--- config.mk ---
export PLATFORM = sky130hd
export DESIGN_NAME = fsk_tag_demod
export DESIGN_NICKNAME = d
export VERILOG_FILES = /design/src/rtl/fsk_demod_pkg.sv /design/src/rtl/fsk_edge_timer.sv /design/src/rtl/fsk_run_rounder.sv /design/src/rtl/fsk_manch_decoder.sv /design/src/rtl/fsk_tag_demod.sv
export SDC_FILE = /design/constraint.sdc
export NUM_CORES = 1
export LEC_CHECK = 0
export ABC_AREA = 1
export BUFFER_PORTS_ARGS = -buffer_cell sky130_fd_sc_hd__buf_2
export CELL_PAD_IN_SITES_DETAIL_PLACEMENT = 1
export CELL_PAD_IN_SITES_GLOBAL_PLACEMENT = 1
export CORE_UTILIZATION = 43
export DETAILED_ROUTE_END_ITERATION = 10
export PLACE_DENSITY_LB_ADDON = 0.3
export SYNTH_ARGS = -nofsm -noshare
export SYNTH_HDL_FRONTEND = slang
export SYNTH_HIERARCHICAL = 1
export SYNTH_SLANG_ARGS = --single-unit
--- constraint.sdc ---
create_clock -name clk -period 9.05 [get_ports clk]
set_clock_uncertainty 0.15 [all_clocks]
set_input_delay 0.905 -clock clk [delete_from_list [all_inputs] [get_ports clk]]
set_output_delay 0.905 -clock clk [all_outputs]
set_load 0.03 [all_outputs]
--- src/rtl/fsk_demod_pkg.sv ---
package fsk_demod_pkg;
   localparam int ID_W      = 64;
   localparam int WORD_W    = ID_W / 2;
   localparam int AUX_W     = 16;
   localparam int MAX_BURST = 4;
   localparam int WIN_W     = 6;
   localparam int FILL_W    = $clog2(WIN_W + 1);
   localparam int BCNT_W    = $clog2(MAX_BURST + 1);
   localparam logic [WIN_W-1:0] SOF_PATTERN = 6'b111000;

   typedef struct packed {
      logic [WIN_W-1:0]  win;
      logic [FILL_W-1:0] fill;
      logic              synced;
      logic              phase;
      logic              first;
      logic [ID_W-1:0]   id;
   } dec_state_t;
endpackage

--- src/rtl/fsk_edge_timer.sv ---
module fsk_edge_timer #(
   parameter int SMP_W    = 8,
   parameter int THRESH   = 127,
   parameter int FAST_MAX = 8,
   parameter int GAP_W    = 8
) (
   input  logic             clk,
   input  logic             rst_n,
   input  logic             smp_valid,
   input  logic [SMP_W-1:0] smp_data,
   output logic             cls_valid,
   output logic             cls_bit
);
   localparam logic [GAP_W-1:0] GAP_MAX = '1;

   logic             level;
   logic             prev_q;
   logic             seen_q;
   logic             rise;
   logic [GAP_W-1:0] gap_q;

   assign level = (int'(smp_data) >= THRESH);
   assign rise  = smp_valid && !prev_q && level;

   always_ff @(posedge clk) begin
      if (!rst_n) begin
         prev_q    <= 1'b1;
         seen_q    <= 1'b0;
         gap_q     <= '0;
         cls_valid <= 1'b0;
         cls_bit   <= 1'b0;
      end else begin
         cls_valid <= 1'b0;
         if (smp_valid) begin
            prev_q <= level;
            if (rise) begin
               seen_q <= 1'b1;
               gap_q  <= GAP_W'(1);
               if (seen_q) begin
                  cls_valid <= 1'b1;
                  cls_bit   <= (int'(gap_q) <= FAST_MAX);
               end
            end else if (gap_q != GAP_MAX) begin
               gap_q <= gap_q + 1'b1;
            end
         end
      end
   end
endmodule

--- src/rtl/fsk_run_rounder.sv ---
module fsk_run_rounder
   import fsk_demod_pkg::*;
#(
   parameter int RUN_W    = 8,
   parameter int FAST_DIV = 6,
   parameter int SLOW_DIV = 5
) (
   input  logic              clk,
   input  logic              rst_n,
   input  logic              cls_valid,
   input  logic              cls_bit,
   output logic              burst_valid,
   output logic              burst_bit,
   output logic [BCNT_W-1:0] burst_cnt
);
   localparam logic [RUN_W-1:0] RUN_MAX = '1;

   logic             have_q;
   logic             run_bit_q;
   logic [RUN_W-1:0] run_len_q;
   logic [RUN_W:0]   len_p1;
   logic [RUN_W:0]   quot;
   logic [BCNT_W-1:0] cnt_c;

   always_comb begin
      len_p1 = {1'b0, run_len_q} + 1'b1;
      quot   = run_bit_q ? len_p1 / (RUN_W+1)'(FAST_DIV)
                         : len_p1 / (RUN_W+1)'(SLOW_DIV);
      if (quot <= 1)
         cnt_c = BCNT_W'(1);
      else if (int'(quot) <= MAX_BURST)
         cnt_c = BCNT_W'(quot);
      else
         cnt_c = '0;
   end

   always_ff @(posedge clk) begin
      if (!rst_n) begin
         have_q      <= 1'b0;
         run_bit_q   <= 1'b0;
         run_len_q   <= '0;
         burst_valid <= 1'b0;
         burst_bit   <= 1'b0;
         burst_cnt   <= '0;
      end else begin
         burst_valid <= 1'b0;
         if (cls_valid) begin
            if (!have_q) begin
               have_q    <= 1'b1;
               run_bit_q <= cls_bit;
               run_len_q <= RUN_W'(1);
            end else if (cls_bit == run_bit_q) begin
               if (run_len_q != RUN_MAX) run_len_q <= run_len_q + 1'b1;
            end else begin
               burst_valid <= (cnt_c != '0);
               burst_bit   <= run_bit_q;
               burst_cnt   <= cnt_c;
               run_bit_q   <= cls_bit;
               run_len_q   <= RUN_W'(1);
            end
         end
      end
   end
endmodule

--- src/rtl/fsk_manch_decoder.sv ---
module fsk_manch_decoder
   import fsk_demod_pkg::*;
(
   input  logic              clk,
   input  logic              rst_n,
   input  logic              burst_valid,
   input  logic              burst_bit,
   input  logic [BCNT_W-1:0] burst_cnt,
   output logic              id_valid,
   output logic [WORD_W-1:0] id_hi,
   output logic [WORD_W-1:0] id_lo,
   output logic [AUX_W-1:0]  id_aux
);
   dec_state_t      st_q;
   dec_state_t      st_d;
   logic            emit_c;
   logic [ID_W-1:0] eid_c;

   always_comb begin
      dec_state_t s;
      logic       leave_ok;
      logic       leave_bit;
      s         = st_q;
      emit_c    = 1'b0;
      eid_c     = '0;
      leave_ok  = 1'b0;
      leave_bit = 1'b0;
      for (int k = 0; k < MAX_BURST; k++) begin
         if (burst_valid && (k < int'(burst_cnt))) begin
            leave_ok  = (s.fill == FILL_W'(WIN_W));
            leave_bit = s.win[WIN_W-1];
            s.win     = {s.win[WIN_W-2:0], burst_bit};
            if (!leave_ok) s.fill = s.fill + 1'b1;
            if (leave_ok && s.synced) begin
               if (!s.phase) begin
                  s.first = leave_bit;
                  s.phase = 1'b1;
               end else begin
                  s.phase = 1'b0;
                  if (s.first != leave_bit) begin
                     s.id = {s.id[ID_W-2:0], leave_bit};
                  end else begin
                     s.synced = 1'b0;
                     s.id     = '0;
                  end
               end
            end
            if (s.win == SOF_PATTERN) begin
               if (s.id != '0) begin
                  emit_c = 1'b1;
                  eid_c  = s.id;
               end
               s.id     = '0;
               s.synced = 1'b1;
               s.phase  = 1'b0;
               s.fill   = '0;
            end
         end
      end
      st_d = s;
   end

   always_ff @(posedge clk) begin
      if (!rst_n) begin
         st_q     <= '0;
         id_valid <= 1'b0;
         id_hi    <= '0;
         id_lo    <= '0;
         id_aux   <= '0;
      end else begin
         st_q     <= st_d;
         id_valid <= emit_c;
         if (emit_c) begin
            id_hi  <= eid_c[ID_W-1:WORD_W];
            id_lo  <= eid_c[WORD_W-1:0];
            id_aux <= eid_c[AUX_W:1];
         end
      end
   end
endmodule

--- src/rtl/fsk_tag_demod.sv ---
module fsk_tag_demod
   import fsk_demod_pkg::*;
#(
   parameter int SMP_W    = 8,
   parameter int THRESH   = 127,
   parameter int FAST_MAX = 8,
   parameter int GAP_W    = 8,
   parameter int RUN_W    = 8,
   parameter int FAST_DIV = 6,
   parameter int SLOW_DIV = 5
) (
   input  logic              clk,
   input  logic              rst_n,
   input  logic              smp_valid,
   input  logic [SMP_W-1:0]  smp_data,
   output logic              id_valid,
   output logic [WORD_W-1:0] id_hi,
   output logic [WORD_W-1:0] id_lo,
   output logic [AUX_W-1:0]  id_aux
);
   localparam int SMP_MAX = (1 << SMP_W) - 1;

   generate
      if (THRESH < 1 || THRESH > SMP_MAX) begin : g_bad_thresh
         $error("THRESH outside sample range");
      end
      if (FAST_MAX >= (1 << GAP_W) - 1) begin : g_bad_gap
         $error("GAP_W too narrow for FAST_MAX");
      end
      if (FAST_DIV < 1 || SLOW_DIV < 1) begin : g_bad_div
         $error("run divisors must be positive");
      end
   endgenerate

   logic              cls_valid;
   logic              cls_bit;
   logic              burst_valid;
   logic              burst_bit;
   logic [BCNT_W-1:0] burst_cnt;

   fsk_edge_timer #(
      .SMP_W(SMP_W), .THRESH(THRESH), .FAST_MAX(FAST_MAX), .GAP_W(GAP_W)
   ) u_timer (
      .clk(clk), .rst_n(rst_n), .smp_valid(smp_valid), .smp_data(smp_data),
      .cls_valid(cls_valid), .cls_bit(cls_bit)
   );

   fsk_run_rounder #(
      .RUN_W(RUN_W), .FAST_DIV(FAST_DIV), .SLOW_DIV(SLOW_DIV)
   ) u_round (
      .clk(clk), .rst_n(rst_n), .cls_valid(cls_valid), .cls_bit(cls_bit),
      .burst_valid(burst_valid), .burst_bit(burst_bit), .burst_cnt(burst_cnt)
   );

   fsk_manch_decoder u_dec (
      .clk(clk), .rst_n(rst_n), .burst_valid(burst_valid),
      .burst_bit(burst_bit), .burst_cnt(burst_cnt),
      .id_valid(id_valid), .id_hi(id_hi), .id_lo(id_lo), .id_aux(id_aux)
   );
endmodule

; Yosys cells after proc, flatten, opt, wreduce, memory -nomap -nowiden
; Cells that the tools add are included.
[word_totals]
ff_bits = 184
in_bits = 11
out_inout_bits = 81
word_cells = 167
[classes]
addsub = 7
n_div = 2
n_lt_le_gt_ge = 8
n_eq_ne = 17
n_mux = 83
bitwise = 4
n_reduce_logical = 25
[ops]
columns = operator, n
row1 = 64-bit 2-to-1 mux, 24
row2 = 67-bit 2-to-1 mux, 8
row3 = 76-bit 2-to-1 mux, 4
row4 = 64-bit nonzero test, 4
row5 = 8-bit 2-to-1 mux, 5
row6 = 1-bit 2-to-1 mux, 31
row7 = "6-bit == test, second input constant", 4
row8 = 5-bit 2-to-1 mux, 4
row9 = "9-bit by 3-bit divider with 9-bit output, second input constant", 2
row10 = 3-bit 2-to-1 mux, 6
row11 = "8-bit by 1-bit adder with 8-bit output, second input constant", 2
row12 = "8-bit != test, second input constant", 2
row13 = "3-bit by 1-bit adder with 3-bit output, second input constant", 4
row14 = "3-bit == test, second input constant", 4
row15 = 1-bit logical AND, 10
row16 = "8-bit by 1-bit adder with 9-bit output, second input constant", 1
row17 = "9-bit by 1-bit less-or-equal comparator with 1-bit output, second input constant", 1
row18 = "9-bit by 3-bit less-or-equal comparator with 1-bit output, second input constant", 1
row19 = 9-bit 2-to-1 mux, 1
row20 = 3-bit AND reduction, 3
row21 = "8-bit by 7-bit >= comparator with 1-bit output, second input constant", 1
row22 = "8-bit by 4-bit less-or-equal comparator with 1-bit output, second input constant", 1
row23 = 2-bit AND reduction, 4
row24 = "1-bit by 3-bit less-than comparator with 1-bit output, first input constant", 2
row25 = other kinds (10), 17

; Logic depth before layout (Yosys ltp)
; Gate-level depths: netlist of run 1.
[depth]
depth_word = 30
ltp_mapped = 63
depth_no_buf = 63

; Modules after synthesis
; Netlist of run 1, hierarchy kept.
[by_module_without_submodules]
columns = mod, n_inst, cells_per_inst, area_each_um2, seq_area_each_um2
row1 = fsk_manch_decoder, 1, 2550, 14002.2, 2822.7
row2 = fsk_run_rounder, 1, 301, 1913.1, 300.3
row3 = fsk_edge_timer, 1, 108, 696.9, 240.2

; Worst setup path before layout of run 1
; No wires, ideal clock.
[synth_path]
path_type = register to register
start = register u_round.run_len_q[0]
end = register u_round.burst_cnt[0]
setup_time_ps = 113
t_arrival_ps = 7898
required_time_ps = 8787
slack_ps = 889
path_stages_with_launch = 60
path_buffers = 0
period_less_slack_ps = 8161
path_cell_list = dfxtp_1 -> ha_1 -> nand2_1 -> nor2_1 -> nand3_1 -> nand2_1 -> inv_1 -> ha_1 -> o21ai_0 -> nand2_1 -> nand3b_1 -> nand2_1 -> ha_1 -> o21a_1 -> or2_2 -> nand3_4 -> nand3_1 -> nand2_1 -> [... 24 more ...] -> nand2_4 -> nand2_1 -> o21ai_0 -> inv_1 -> ha_1 -> inv_1 -> o21ai_0 -> o211ai_2 -> nand3_4 -> nor2_1 -> a21oi_1 -> ha_1 -> o21ai_0 -> nand2_1 -> nand3_2 -> nand3_1 -> nand3_1 -> nand2_1
[synth_between]
elab_chain_cells = 6
word_cells_on_any_way = 8
classes_between = add/sub: 1 / div: 2 / order compare: 2 / mux: 3
[synth_rtl]
columns = element, line_no
row1 = "start, declared", fsk_run_rounder.sv:20  ; logic [RUN_W-1:0] run_len_q;
row2 = "start signal, assigned", fsk_run_rounder.sv:53  ; if (run_len_q != RUN_MAX) run_len_q <= run_len_q + 1'b1;
row3 = 8-bit by 1-bit adder with 9-bit output *, fsk_run_rounder.sv:26  ; len_p1 = {1'b0, run_len_q} + 1'b1;
row4 = 9-bit by 3-bit divider with 9-bit output (on tied branches), "fsk_run_rounder.sv:28, fsk_run_rounder.sv:27"
row5 = 9-bit 2-to-1 mux *, fsk_run_rounder.sv:27  ; quot = run_bit_q ? len_p1 / (RUN_W+1)'(FAST_DIV)
row6 = 9-bit by 3-bit less-or-equal comparator with 1-bit output, fsk_run_rounder.sv:31  ; else if (int'(quot) <= MAX_BURST)
row7 = 3-bit 2-to-1 mux, fsk_run_rounder.sv:31
row8 = 3-bit 2-to-1 mux *, fsk_run_rounder.sv:29  ; if (quot <= 1)
row9 = "end signal, assigned", fsk_run_rounder.sv:57  ; burst_cnt <= cnt_c;
row10 = "end, declared", fsk_run_rounder.sv:14  ; output logic [BCNT_W-1:0] burst_cnt
; Every way passes the cells marked *; elsewhere a longest branch is shown, timed or not.
; A chain may end at the register's enable or synchronous reset.

; Worst setup path in the final report of run 1
[layout_path]
start = register u_round.run_len_q[0]
end = register u_round.burst_cnt[1]
; The elaborated chain is that of the path after synthesis.

==> summary.txt, run 1 <==
Floorplan
  • FP Rows: 71
  • Starting Density: 43.9%
  • I/O pin count: 92
  • CORE AREA: about 38000 um^2
  • Die area: 39400 um^2
  • Die Y: ~200 um
  • Width of the die: 199 um

Logic synthesis
  • Ranking of synthesized cells by area: nand2_1, dfxtp_1, nand3_1, inv_1, a21oi_1
  • Post-synthesis sequential area ratio: 20.2%
  • Cells after Synth: 2959
  • Yosys top cell area share: 25.1%
  • Count leader, synth: nand2_1
  • Top_reg_cell synth: dfxtp_1
  • Largest family of logic cells by synthesized area: simple AND/OR/NAND/NOR gates
  • Synth warn: 6
  • Post-synth EDFFs: 0
  • Area fraction in compound gates after synthesis: 20.0%
  • XOR/XNOR Fraction of Synth Area: less than 1%
  • Synth Net Count: 3001
  • Yosys cell types: 47
  • Most frequent cells after synthesis: nand2_1, nand3_1, inv_1
  • Post-synth top area cell: nand2_1
  • Synth Area in Adders: 2.33%
  • Simple-gate share of the synthesized area: around 44%
  • Share of flip-flops with an asynchronous set or reset: 0%
  • Mux share of post-synthesis cell area: 0%
  • Number of synthesized register bits: 168
  • Synth Area per Inst: approximately 5.6 um^2
  • Mapped cell area: 16600 um^2

Place
  • DP HPWL: roughly 45000 um
  • Port Buffers: 91
  • Placer Congestion: roughly 0.87

Drt
  • Drt first pass iters: 5
  • Vias per std cell: 6.08
  • Final Routed Wirelength: 68700 um
  • DRC Markers: 0
  • Vias: 20737
  • Initial DRC Count: ~1600
  • Post-DRT Antenna Nets: 0
  • DR WL/cell: between 20 and 25 um

Finish
  • Post-layout util: 46.9%
  • Share of cells above drive strength 1: 10.5%
  • Syn-to-layout area delta: 6.85%
  • Nets: 2935
  • Ant diodes: 0
  • # fillers: ~5500

Critical path
  • Critical path launch point type: flip-flop
  • Critical path peak fanout: 8
  • Slowest CP cell: dfxtp_4
  • Crit path DAT: ~8.8 ns
  • Worst path most repeated cell: nand2_1
  • R2R Path Start: u_round/run_len_q[0]
  • Largest incremental delay on the critical path: 0.37 ns
  • R2R depth: slightly above 60
  • Reg2reg end: u_round/burst_cnt[1]
  • Reg2Reg Setup Slack: 0.54 ns
  • Worst Path Class, Setup: reg2reg
  • Critical Path RT: 9.32 ns
  • CP Capture Type: flip-flop

Power and ir drop
  • Clock power share: 49.5%
  • Total power: 0.00152 W
  • Worst vdd ir: 154 uV
  • P per Cell Area: 85.8 nW/um^2
  • Sw Pwr: 0.000364 W
  • Combinational power share: 1.8%
  • Static Leak: 7.42 nW
  • Internal power: ~0.0012 W
  • Flop pwr share: roughly half
  • Sw frac: 23.9%

Min path
  • Hold Startpoint: u_round/burst_cnt[2]
  • Hold EP: u_round/burst_cnt[2]
  • Hold Path Depth: 2
  • Hold crit path type: reg2reg

Clock tree
  • Num CTS Buffers: 17
  • Worst-Skew Late Latency: 0.48 ns
  • Clk root buf: clkbuf_16
  • Worst-path clk slew: 0.07 ns
  • Clk sinks: 168
  • H-tree depth: 4
  • Clock buffer depth: 2
  • CTS tree: done

Timing
  • Fmax: 117 MHz
  • Fin. max-slew vios: 0
  • Final Cycle Share: between 90% and 100%
  • Setup Viol. Count Final: 0
  • Min Tclk post-route: 8.51 ns
  • Relative max-transition margin: 22.5%
  • Final hold violation count: 0
  • Slew @ Worst Pin: between 1 and 1.5 ns

Run status
  • Status: finished, final reports clean

Global routing
  • First-pass GRT wire length: ~110000 um
  • Largest net degree at the start of global routing: 96
  • Congestion Overflow GR: 0
  • Antenna violations before repair: 0
  • Vias in the first global route: roughly 21000
  • Total global-route track usage: 34.9%

Run
  • Maxcap violations: 0
## worst max-delay path by stage
stage | start | to | cells past startpoint
floorplan | u_round/run_len_q[0] | u_round/burst_cnt[0] | 59
global placement | u_round/run_len_q[0] | u_round/burst_cnt[1] | 60
detailed placement | u_round/run_len_q[0] | u_round/burst_cnt[1] | 58
CTS | u_round/run_len_q[0] | u_round/burst_cnt[1] | 60
global route | u_round/run_len_q[0] | u_round/burst_cnt[1] | 61
finish | u_round/run_len_q[0] | u_round/burst_cnt[1] | 61
## metal layers
metal	wire [um]	vias to the layer above	global-route usage (%)
met3	4600	195	4.65
met4	3250	0	20.6
met1	28100	10040	42.0
li1	-	9654	-
met5	0	-	0
met2	32800	848	59.5
## cell usage in the layout (no fill, tap or decap), drive strengths merged, types with 5 or more instances in the layout
master,synthesis,final
clkbuf,139,20
nand3,310,310
buf,80,134
dfxtp,168,168
nor4,20,20
o31ai,64,64
or2,38,38
nor2,134,134
nand4,36,36
a31oi,32,32
nand2,1136,1136
o22ai,93,93
and2,13,13
inv,279,278
clkinv,5,9
o211ai,5,5
nor3,10,10
ha,31,31
a22oi,40,40
a21oi,156,156
o21ai,111,111
a41oi,32,32
xor2,8,8
## through the flow
stage | worst slack, ns | hold slack [ns] | cells | setup TNS (ns) | cell area [um^2]
after detailed placement | -0.501 | 0.310 | 3379 | -1.91 | 17100
after CTS | 0.00254 | 0.321 | 3407 | 0 | 17600
after global routing | -0.139 | 0.332 | 3413 | -0.433 | 17700
final | 0.539 | 0.317 | 3413 | 0 | 17700
after global placement | 0.122 | 0.293 | 3379 | 0 | 17100
after floorplan | 0.889 | 0.276 | 2959 | 0 | 16600
## timing repair
action                     CTS  global route
gates cloned                 0             0
setup endpoints to repair    4             4
gates resized for setup      6            23
hold buffers                 0             0
setup buffers                0             6
pin swaps                    0             9
## worst max-delay path, delay by kind of cell (launching register included)
kind                       cells  cell delay (ns)
DFF                            1             0.37
adders and majority gates      8             2.13
AOI/OAI and AO/OA             11             1.51
and+or+nand+nor               33             3.59
buffers and inverters          9             0.68
## layout make-up
class / instances / area [um^2] / area share (%)
repair buffers: 134 / 816 / 4.60
clock inverters: 8 / 101 / 0.571
clock buffers: 20 / 457 / 2.57
multi-input cells: 2288 / 11300 / 63.7
well taps: 511 / 639 / 3.60
flip-flops and latches: 168 / 3370 / 19.0
inverters: 284 / 1070 / 6.03
## kinds of logic (layout without fill, tap and decap cells)
| logic type | after synthesis | in the layout |
|---|---|---|
| xor gates and xnor gates | 12 | 12 |
| AOI/OAI and AO/OA | 544 | 544 |
| buffers and inverters | 503 | 446 |
| DFF | 168 | 168 |
| and+or+nand+nor | 1701 | 1701 |
| adders and majority gates | 31 | 31 |
## registers in the layout, summed over array words and instances (netlist names), 3 cells and up
register,cells
u_dec/id_hi,32
u_dec/id_lo,32
u_dec/st_q,76
u_round/burst_cnt,3
u_round/run_len_q,8
u_timer/gap_q,8
## power groups by stage
stage | logic, W | clock network (W) | registers, W
4_1_cts | 0.0000271 | 0.000770 | 0.000742
3_3_place_gp | 0.0000258 | 0 | 0.000759
5_1_grt | 0.0000298 | 0.000795 | 0.000742
3_5_place_dp | 0.0000268 | 0 | 0.000759
2_1_floorplan | 0.0000175 | 0 | 0.000759
6_report | 0.0000272 | 0.000755 | 0.000742
Note: power is estimated with default switching activity, not from simulation.
==> run 2: changes to the inputs <==
CORE_UTILIZATION = 45   (was 43)
clock period = 10.1 ns   (was 9.05 ns; I/O delays follow)
==> summary.txt, run 2 (synthesized netlist as in run 1, its figures left out) <==
Run status
  • Status: finished, final reports clean

Timing
  • Min Tclk post-route: 9.19 ns (+0.677 ns)
  • Final worst slack: 0.912 ns (+0.373 ns)
  • Fmax: 109 MHz (-7.4%)
  • Final hold violation count: 0 (unchanged)
  • Setup Viol. Count Final: 0 (unchanged)
  • Final TNS setup: 0 ns (unchanged)
  • Final Cycle Share: 91.0% (-3.1 points)
  • RSZ-0062 raised after global routing: no
  • Fin. max-slew vios: 0 (unchanged)
  • Slew @ Worst Pin: 1.34 ns (+0.174 ns)
  • Relative max-transition margin: 10.6% (-12 points)

Finish
  • Nets: 2921 (-0.48%)
  • # fillers: 5287 (-3.1%)
  • Storage cell area: 3360 um^2 (-0.15%)
  • Number of flip-flops in the largest register: 76 (unchanged)
  • Most frequent cells in the layout: nand2_1, nand3_1, inv_1, dfxtp_1, a21oi_1
  • Syn-to-layout area delta: 5.20%
  • Largest register by flop count: u_dec/st_q
  • Share of cells above drive strength 1: 9.48% (-1.1 points)
  • Biggest regs: u_dec/st_q x76, u_dec/id_hi x32, u_dec/id_lo x32
  • Commonest non-fill, non-tap cell in the layout: nand2_1
  • Area occupied by multi-input gates: 11200 um^2 (-0.68%)
  • Ant diodes: 0 (unchanged)

Critical path
  • Crit path DAT: 9.39 ns (+0.61 ns)
  • CP Capture Type: flip-flop
  • Critical path peak fanout: 9 (+1)
  • R2R Path Start: u_round/run_len_q[0]
  • Critical path launch point type: flip-flop
  • Largest incremental delay on the critical path: 0.40 ns (+0.03 ns)
  • R2R depth: 60 (-1.6%)
  • Crit path capture: u_round/burst_cnt[1]
  • CP startpoint: u_round/run_len_q[0]
  • Reg2Reg Setup Slack: 0.91 ns (+0.37 ns)
  • Slowest CP cell: dfxtp_1
  • Worst Path Class, Setup: reg2reg
  • Reg2reg end: u_round/burst_cnt[1]
  • Worst path most repeated cell: nand2_1
  • Critical Path RT: 10.31 ns (+0.99 ns)

Clock tree
  • Worst-Skew Late Latency: 0.47 ns (about the same)
  • Clk sinks: 168 (unchanged)
  • Num CTS Buffers: 17 (unchanged)
  • CTS tree: done
  • H-tree depth: 4 (unchanged)
  • Clk root buf: clkbuf_16
  • Clock buffer depth: 2 (unchanged)
  • Worst-path clk slew: 0.07 ns (about the same)

Floorplan
  • Die area: 37700 um^2 (-4.4%)
  • CORE AREA: 36400 um^2 (-3.7%)
  • FP Rows: 70 (-1.4%)
  • Die Y: 194 um (-2.2%)
  • I/O pin count: 92 (unchanged)
  • Starting Density: 45.6% (+1.7 points)
  • Width of the die: 194 um (-2.2%)

Place
  • Setup WS pre-CTS: 0.639 ns (+1.14 ns)
  • Port Buffers: 91 (unchanged)
  • Placer Congestion: 0.903 (+4.2%)
  • DP HPWL: 44000 um (-1.7%)

Drt
  • Drt first pass iters: 5 (unchanged)
  • Initial DRC Count: 1693 (+5.1%)
  • Post-DRT Antenna Nets: 0 (unchanged)
  • Final Routed Wirelength: 67500 um (-1.8%)
  • Vias per std cell: 6.17 (+1.6%)
  • Vias: 20722 (-0.072%)
  • DR WL/cell: 20.1 um (-0.23%)
  • DRC Markers: 0 (unchanged)

Min path
  • Hold crit path type: reg2reg
  • Hold Startpoint: u_timer/cls_valid

Global routing
  • Antenna violations before repair: 0 (unchanged)
  • Vias in the first global route: 20962 (-0.62%)
  • Largest net degree at the start of global routing: 105 (+9.4%)
  • First-pass GRT wire length: 108000 um (-1.2%)
  • Total global-route track usage: 35.3% (+0.32 points)
  • Congestion Overflow GR: 0 (unchanged)

Power and ir drop
  • P per Cell Area: 77.2 nW/um^2 (-10%)
  • Static Leak: 7.36 nW (-0.81%)
  • Worst vdd ir: 125 uV (-19%)

Run
  • Maxcap violations: 0 (unchanged)
==> run 2: cell count changes in the layout (fill, tap and decap cells not counted), moves of 3 or more <==
cell | before | now
clkinvlp_4 | 3 | 0
ha_1 | 28 | 31
buf_4 | 40 | 28
nor2_2 | 9 | 6
nor2_1 | 115 | 118
o21ai_0 | 75 | 79
nand2_1 | 1103 | 1107
nand2_2 | 28 | 24
==> run 2: how the worst min path moves through the flow <==
stage | endpoint | cells past startpoint
global route | u_round/run_bit_q | 1
CTS | u_round/run_bit_q | 1
finish | u_round/run_bit_q | 1
detailed placement | u_round/run_bit_q | 1
global placement | u_round/run_bit_q | 1
floorplan | u_round/run_bit_q | 1
==> run 2: layout make-up <==
class                           count  area share (%)
Multi-Input combinational cell   2288            64.2
Clock buffer                       23            2.74
Tap cell                          468            3.35
Clock inverter                      7           0.408
Timing Repair Buffer              120            3.92
Sequential cell                   168            19.2
Inverter                          284            6.12
==> run 2: stage by stage <==
| stage | power [W] | cells | cell area [um^2] | hold slack [ns] | utilization [%] |
|---|---|---|---|---|---|
| after CTS | 0.00136 | 3358 | 17500 | 0.307 | 47.9 |
| after floorplan | 0.000695 | 2959 | 16600 | 0.276 | - |
| after global placement | 0.000703 | 3328 | 16900 | 0.290 | 46.4 |
| final | 0.00135 | 3358 | 17500 | 0.304 | 48.0 |
| after detailed placement | 0.000704 | 3328 | 16900 | 0.299 | 46.4 |
| after global routing | 0.00138 | 3358 | 17500 | 0.311 | 48.0 |
==> run 2: per-layer routing <==
layer | up-vias | routed length (um) | GRT usage (%)
met5 | - | 0 | 0
met3 | 212 | 4710 | 5.57
met1 | 10035 | 27700 | 42.2
met2 | 849 | 32100 | 61.0
li1 | 9626 | - | -
met4 | 0 | 2880 | 17.8
==> run 2: report_power, final <==
part	internal (W)	leakage (nW)	total [W]	switching [W]
Clock	0.000356	0.273	0.000660	0.000303
Sequential	0.000663	1.35	0.000665	0.00000157
Combinational	0.00000504	5.73	0.0000239	0.0000188
Total	0.00102	7.36	0.00135	0.000324
==> run 2: what timing repair did <==
item,in CTS,in global routing
hold buffers,0,0
endpoints found under the setup margin,0,4
setup buffers,0,0
resized for setup,0,4
==> run 2: worst max-delay path, delay by kind of cell, from the launching register on <==
family	cells	cell delay [ns]
AOI/OAI and AO/OA	10	1.54
and+or+nand+nor	34	3.93
DFF	1	0.40
buffers and inverters	8	0.67
adders and majority gates	8	2.40
